### src/rtl/vcs_pkg.sv
package vcs_pkg;
  localparam int VS_LO = 9;
  localparam int FS_LO = 13;
  localparam int XS_LO = 15;
  localparam int CTX_W = 2;
  localparam logic [CTX_W-1:0] CTX_OFF   = 2'd0;
  localparam logic [CTX_W-1:0] CTX_DIRTY = 2'd3;

  typedef enum logic [1:0] {
    SEL_RMODE = 2'd0,
    SEL_SAT   = 2'd1,
    SEL_START = 2'd2,
    SEL_NONE  = 2'd3
  } vcsr_sel_e;
endpackage

### src/rtl/vcs_status_reg.sv
module vcs_status_reg #(
  parameter int XLEN = 32,
  parameter logic [XLEN-1:0] WR_MASK = {XLEN{1'b1}}
) (
  input  logic            clk,
  input  logic            rst,
  input  logic            wr_en,
  input  logic [XLEN-1:0] wr_data,
  input  logic            promote,
  output logic [XLEN-1:0] q
);
  import vcs_pkg::*;
  localparam int SD = XLEN - 1;
  localparam logic [XLEN-1:0] SD_BIT = {1'b1, {(XLEN-1){1'b0}}};
  localparam logic [XLEN-1:0] EFF_MASK = WR_MASK & ~SD_BIT;

  logic [XLEN-1:0] merged;
  logic [XLEN-1:0] nxt;
  logic            already_dirty;
  logic            upd;

  always_comb begin
    merged = q;
    if (wr_en) begin
      merged = (q & ~EFF_MASK) | (wr_data & EFF_MASK);
      merged[SD] = (merged[FS_LO +: CTX_W] == CTX_DIRTY) ||
                   (merged[VS_LO +: CTX_W] == CTX_DIRTY) ||
                   (merged[XS_LO +: CTX_W] == CTX_DIRTY);
    end
    nxt = merged;
    if (promote) begin
      nxt[VS_LO +: CTX_W] = CTX_DIRTY;
      nxt[SD] = 1'b1;
    end
  end

  assign already_dirty = (q[VS_LO +: CTX_W] == CTX_DIRTY) && q[SD];
  assign upd = wr_en || (promote && !already_dirty);

  always_ff @(posedge clk) begin
    if (rst) q <= '0;
    else if (upd) q <= nxt;
  end

  AST_PROMOTE_DIRTY: assert property (@(posedge clk) disable iff (rst)
    promote |=> (q[VS_LO +: CTX_W] == CTX_DIRTY) && q[SD]);
  AST_DIRTY_HOLD: assert property (@(posedge clk) disable iff (rst)
    (promote && !wr_en && (q[VS_LO +: CTX_W] == CTX_DIRTY) && q[SD]) |=> $stable(q));
  AST_SUMMARY_RECOMPUTE: assert property (@(posedge clk) disable iff (rst)
    (wr_en && !promote) |=> (q[SD] == ((q[FS_LO +: CTX_W] == CTX_DIRTY) ||
      (q[VS_LO +: CTX_W] == CTX_DIRTY) || (q[XS_LO +: CTX_W] == CTX_DIRTY))));
endmodule

### src/rtl/vcs_enable_gate.sv
module vcs_enable_gate (
  input  logic       virt_on,
  input  logic [1:0] main_vs,
  input  logic [1:0] host_vs,
  input  logic       wr_en,
  input  logic [1:0] sel,
  input  logic       dbg,
  output logic       vec_en,
  output logic       accept,
  output logic       refuse
);
  import vcs_pkg::*;
  logic targets_reg;

  assign vec_en = (main_vs != CTX_OFF) && (!virt_on || (host_vs != CTX_OFF));
  assign targets_reg = wr_en && (vcsr_sel_e'(sel) != SEL_NONE);
  assign accept = targets_reg && (dbg || vec_en);
  assign refuse = targets_reg && !dbg && !vec_en;
endmodule

### src/rtl/vcs_ctrl_regs.sv
module vcs_ctrl_regs #(
  parameter int XLEN     = 32,
  parameter int VSTART_W = 7
) (
  input  logic                clk,
  input  logic                rst,
  input  logic                accept,
  input  logic                refuse,
  input  logic [1:0]          sel,
  input  logic [XLEN-1:0]     data,
  output logic [1:0]          rm_q,
  output logic                sat_q,
  output logic [VSTART_W-1:0] start_q,
  output logic                illegal_q
);
  import vcs_pkg::*;

  always_ff @(posedge clk) begin
    if (rst) begin
      rm_q      <= '0;
      sat_q     <= 1'b0;
      start_q   <= '0;
      illegal_q <= 1'b0;
    end else begin
      illegal_q <= refuse;
      if (accept) begin
        case (vcsr_sel_e'(sel))
          SEL_RMODE: rm_q    <= data[1:0];
          SEL_SAT:   sat_q   <= data[0];
          SEL_START: start_q <= data[VSTART_W-1:0];
          default:   ;
        endcase
      end
    end
  end

  AST_REFUSE_FLAG: assert property (@(posedge clk) disable iff (rst)
    refuse |=> illegal_q);
  AST_REFUSE_HOLD: assert property (@(posedge clk) disable iff (rst)
    (refuse && !accept) |=> $stable({rm_q, sat_q, start_q}));
endmodule

### src/rtl/vec_ctx_status.sv
module vec_ctx_status #(
  parameter int XLEN     = 32,
  parameter int VSTART_W = 7,
  parameter logic [XLEN-1:0] WR_MASK = {XLEN{1'b1}}
) (
  input  logic                clk,
  input  logic                rst,
  input  logic                virt_on,
  input  logic                st_wr_en,
  input  logic [XLEN-1:0]     st_wr_data,
  input  logic                hs_wr_en,
  input  logic [XLEN-1:0]     hs_wr_data,
  input  logic                vinstr_done,
  input  logic                vcsr_wr_en,
  input  logic [1:0]          vcsr_sel,
  input  logic                vcsr_dbg,
  input  logic [XLEN-1:0]     vcsr_wr_data,
  output logic [XLEN-1:0]     status_q,
  output logic [XLEN-1:0]     hs_status_q,
  output logic                vec_en,
  output logic                vcsr_illegal,
  output logic [1:0]          vrm_q,
  output logic                vsat_q,
  output logic [VSTART_W-1:0] vstart_q
);
  import vcs_pkg::*;
  localparam int NCOPY = 2;

  logic            accept;
  logic            refuse;
  logic            promote;
  logic            cp_wr  [NCOPY];
  logic [XLEN-1:0] cp_data[NCOPY];
  logic            cp_prom[NCOPY];
  logic [XLEN-1:0] cp_q   [NCOPY];

  assign promote = vinstr_done || accept;

  assign cp_wr[0]   = st_wr_en;
  assign cp_data[0] = st_wr_data;
  assign cp_prom[0] = promote;
  assign cp_wr[1]   = hs_wr_en;
  assign cp_data[1] = hs_wr_data;
  assign cp_prom[1] = promote && virt_on;

  for (genvar g = 0; g < NCOPY; g++) begin : g_copy
    vcs_status_reg #(.XLEN(XLEN), .WR_MASK(WR_MASK)) i_reg (
      .clk     (clk),
      .rst     (rst),
      .wr_en   (cp_wr[g]),
      .wr_data (cp_data[g]),
      .promote (cp_prom[g]),
      .q       (cp_q[g])
    );
  end

  assign status_q    = cp_q[0];
  assign hs_status_q = cp_q[1];

  vcs_enable_gate i_gate (
    .virt_on (virt_on),
    .main_vs (cp_q[0][VS_LO +: CTX_W]),
    .host_vs (cp_q[1][VS_LO +: CTX_W]),
    .wr_en   (vcsr_wr_en),
    .sel     (vcsr_sel),
    .dbg     (vcsr_dbg),
    .vec_en  (vec_en),
    .accept  (accept),
    .refuse  (refuse)
  );

  vcs_ctrl_regs #(.XLEN(XLEN), .VSTART_W(VSTART_W)) i_ctrl (
    .clk       (clk),
    .rst       (rst),
    .accept    (accept),
    .refuse    (refuse),
    .sel       (vcsr_sel),
    .data      (vcsr_wr_data),
    .rm_q      (vrm_q),
    .sat_q     (vsat_q),
    .start_q   (vstart_q),
    .illegal_q (vcsr_illegal)
  );

  AST_ILLEGAL_CAUSE: assert property (@(posedge clk) disable iff (rst)
    vcsr_illegal |-> ($past(vcsr_wr_en) && !$past(vcsr_dbg)));
  AST_HOST_UNTOUCHED: assert property (@(posedge clk) disable iff (rst)
    (!virt_on && !hs_wr_en) |=> $stable(hs_status_q));
  AST_REFUSE_STATUS_HOLD: assert property (@(posedge clk) disable iff (rst)
    (vcsr_wr_en && !vcsr_dbg && !vec_en && !vinstr_done && !st_wr_en) |=> $stable(status_q));
endmodule

### config.mk
export PLATFORM = sky130hd
export DESIGN_NAME = vec_ctx_status
export DESIGN_NICKNAME = d
export VERILOG_FILES = /design/src/rtl/vcs_pkg.sv /design/src/rtl/vcs_status_reg.sv /design/src/rtl/vcs_enable_gate.sv /design/src/rtl/vcs_ctrl_regs.sv /design/src/rtl/vec_ctx_status.sv
export SDC_FILE = /design/constraint.sdc
export NUM_CORES = 1
export LEC_CHECK = 0
export BUFFER_PORTS_ARGS = -buffer_cell sky130_fd_sc_hd__buf_4
export CORE_MARGIN = 8
export CORE_UTILIZATION = 38
export DETAILED_ROUTE_END_ITERATION = 12
export GPL_TIMING_DRIVEN = 0
export PLACE_DENSITY = 0.8
export SLEW_MARGIN = 20
export SYNTH_ARGS = -nofsm -noshare
export SYNTH_HDL_FRONTEND = slang
export SYNTH_SLANG_ARGS = --single-unit
### constraint.sdc
create_clock -name clk -period 1.6 [get_ports clk]
set_clock_uncertainty 0.2 [all_clocks]
set_input_delay 0.32 -clock clk [delete_from_list [all_inputs] [get_ports clk]]
set_output_delay 0.32 -clock clk [all_outputs]
set_load 0.02 [all_outputs]
==> impl_metrics.tcl <==
set metrics [dict create \
    status "finished, violations left" \
    violations "setup timing" \
    yosys_warnings 0 \
    syn_nets 378 \
    clk_pin_slew_ns 0.08 \
    setup_ws_ns -0.0958 \
    path_max_fanout 3 \
    fin_crit_sh_pct 106 \
    relSlewSlack_pct 42.0 \
    async_reset_ff_share_pct 0 \
    netlist_area_sq_um 2840 \
    fp-row-count 31 \
    maxCapViolCount 0 \
    wl_per_cell_um 15.5 \
    yosys-top-cells-area "dfxtp_1 53%, mux2i_1 25%, nor2_1 8.3%" \
    power.net_switching_uw 1140 \
    synth_cells 272 \
    clockBufferDepth 2 \
    grt_pass1_vias 2723 \
    netSwitchingFraction_pct 26.5 \
    clk_latency_ns 0.34 \
    ys_ff_latch 75 \
    antenna_found_initial 0 \
    finalNetCount 542 \
    grtUsageTotal_pct 15.8 \
    syn_area_per_cell_sq_um 10.5 \
    worst-slew-pin-transition_ns 0.862 \
    port_buffers 151 \
    die_x_um 102 \
    grt_pass1_wl_um 13100 \
    htreeDepth 3 \
    ys.flop_type "dfxtp_1" \
    critical_path_class "register to output port" \
    pwr-share-comb_pct 19.1 \
    tritoncts "yes" \
    hold_viol 0 \
    design_area_sq_um 4370 \
    yosysMostFrequentCell "dfxtp_1" \
    dp_slack_ns -0.337 \
    drt-pass1-iter-count 4 \
    grt_setup_unrepaired "yes" \
    hp-class "primary input to register" \
    p_leak_uw 0.00216 \
    power_frac_seq_pct 47.4 \
    via_count 2513 \
    ys_seq_area_share_pct 52.8 \
    reg2reg_slack_ns -0.02 \
    core_region_area_sq_um 7250 \
    ir_worst_vdd_mv 0.519 \
    fp.dieH_um 102 \
    p_clk_share_pct 33.5 \
    finalSetupViolCount 5 \
    synth_top_area_share_pct 52.8 \
    slew_violations 0 \
    drive_gt1_share_pct 43.1 \
    finalCriticalPeriod_ns 1.70 \
    ctsRootBufferMaster "clkbuf_8" \
    grt_max_degree 13 \
    vias_per_cell 4.65 \
    cts_buffers 9 \
    antennaDiodeCount 0 \
    synth_largest_area_cell "dfxtp_1" \
    place_hpwl_um 6560 \
    dpl-instance-area_sq_um 4110 \
    powerDensity_nw_per_um2 981 \
    place_congestion 0.737 \
    yosysUniqueCellTypes 26 \
    ios 182 \
    gr-total-overflow 0 \
    p_int_uw 3150 \
    critPathArrivalTime_ns 1.18 \
    holdWs_ns 0.0143 \
    synth_edf_count 0 \
    cp-end-kind "output port" \
    cp.required_ns 1.08 \
    ys_top_cells_by_count "75 x dfxtp_1, 70 x mux2i_1, 63 x nor2_1" \
    start_kind "register" \
    drc 0 \
    max_freq_mhz 590 \
    postRouteAntennaNets 0 \
    clkSinkCount 75 \
    drtIter0Drc 37 \
    initial_core_util_pct 39.2 \
    final_util_pct 60.3 \
    dieArea_sq_um 10500 \
    area_growth_pct 53.9 \
    wirelength_um 8380 \
]
## through the flow
| stage | cells | TNS (ns) | power, uW |
|---|---|---|---|
| finish | 540 | -0.152 | 4290 |
| global route | 540 | -0.640 | 4490 |
| CTS | 539 | -0.140 | 4320 |
| detailed placement | 522 | -19.32 | 2870 |
| global placement | 522 | -17.82 | 2850 |
| floorplan | 272 | -0.697 | 2470 |
## layout by cell type, fill, tap and decap left out, drive strengths merged, types with 3 or more instances in the layout
cell type / count
a21oi: 3
dfxtp: 75
buf: 161
nor2: 63
clkbuf: 23
nand2b: 17
mux2i: 70
## critical path, cell delays in order (launching register included)
cell and delay, ns:
dfxtp_2 0.33, o32a_1 0.37, buf_6 0.14
## final cells by class
cell class	count	area, sq um
Fill cell	640	2880
Sequential cell	75	1510
Multi-Input combinational cell	176	1300
Timing Repair Buffer	156	1180
Clock buffer	12	145
Tap cell	99	124
Buffer	17	72.6
Clock inverter	4	48.8
Inverter	1	3.75
## power by group through the flow
stage	Combinational (uW)	Sequential, uW	Clock, uW
5_1_grt	882	2050	1560
2_1_floorplan	266	2210	0
6_report	818	2040	1440
4_1_cts	819	2040	1470
3_3_place_gp	776	2070	0
3_5_place_dp	793	2080	0
## cells by family (layout without fill, tap and decap cells)
logic type             count (synthesis)  in the layout  share of synthesized area, %
muxes                                 72             72                          25.4
AOI/OAI and AO/OA                     13             13                          3.52
and+or+nand+nor                       91             91                          14.9
DFF                                   75             75                          52.8
buffers and inverters                 21            190                          3.34
## flip-flops by register name, indices dropped and copies added, names as in the netlist
register / count
g_copy.i_reg.q: 64
i_ctrl.illegal_q: 1
i_ctrl.rm_q: 2
i_ctrl.sat_q: 1
i_ctrl.start_q: 7
## layer usage
metal  global-route usage [%]  share of wire (%)
met2                     27.9                 49
met1                     16.9                 40
met4                     5.42               0.78
met3                     6.08                 10
met5                        0                  0
## worst paths after layout
check	from	endpoint	cells after the start
hold reg to reg	i_ctrl.start_q[3]$_SDFFE_PP0P_	i_ctrl.start_q[3]$_SDFFE_PP0P_	2
hold / removal	st_wr_data[25]	g_copy[0].i_reg.q[25]$_SDFFE_PP0P_	3
setup reg to reg	g_copy[1].i_reg.q[10]$_SDFFE_PP0P_	g_copy[0].i_reg.q[10]$_SDFFE_PP0P_	3
setup / recovery	g_copy[1].i_reg.q[9]$_SDFFE_PP0P_	vec_en	2
## repair_timing
action / in CTS / in global routing
hold buffers: 1 / 0
resized for setup: 8 / 5
pin swaps: 4 / 6
buffers inserted: 3 / 1
endpoints found under the hold margin: 1 / 0
endpoints found under the setup margin: 17 / 66
Note: power is estimated with default switching activity, not from simulation.
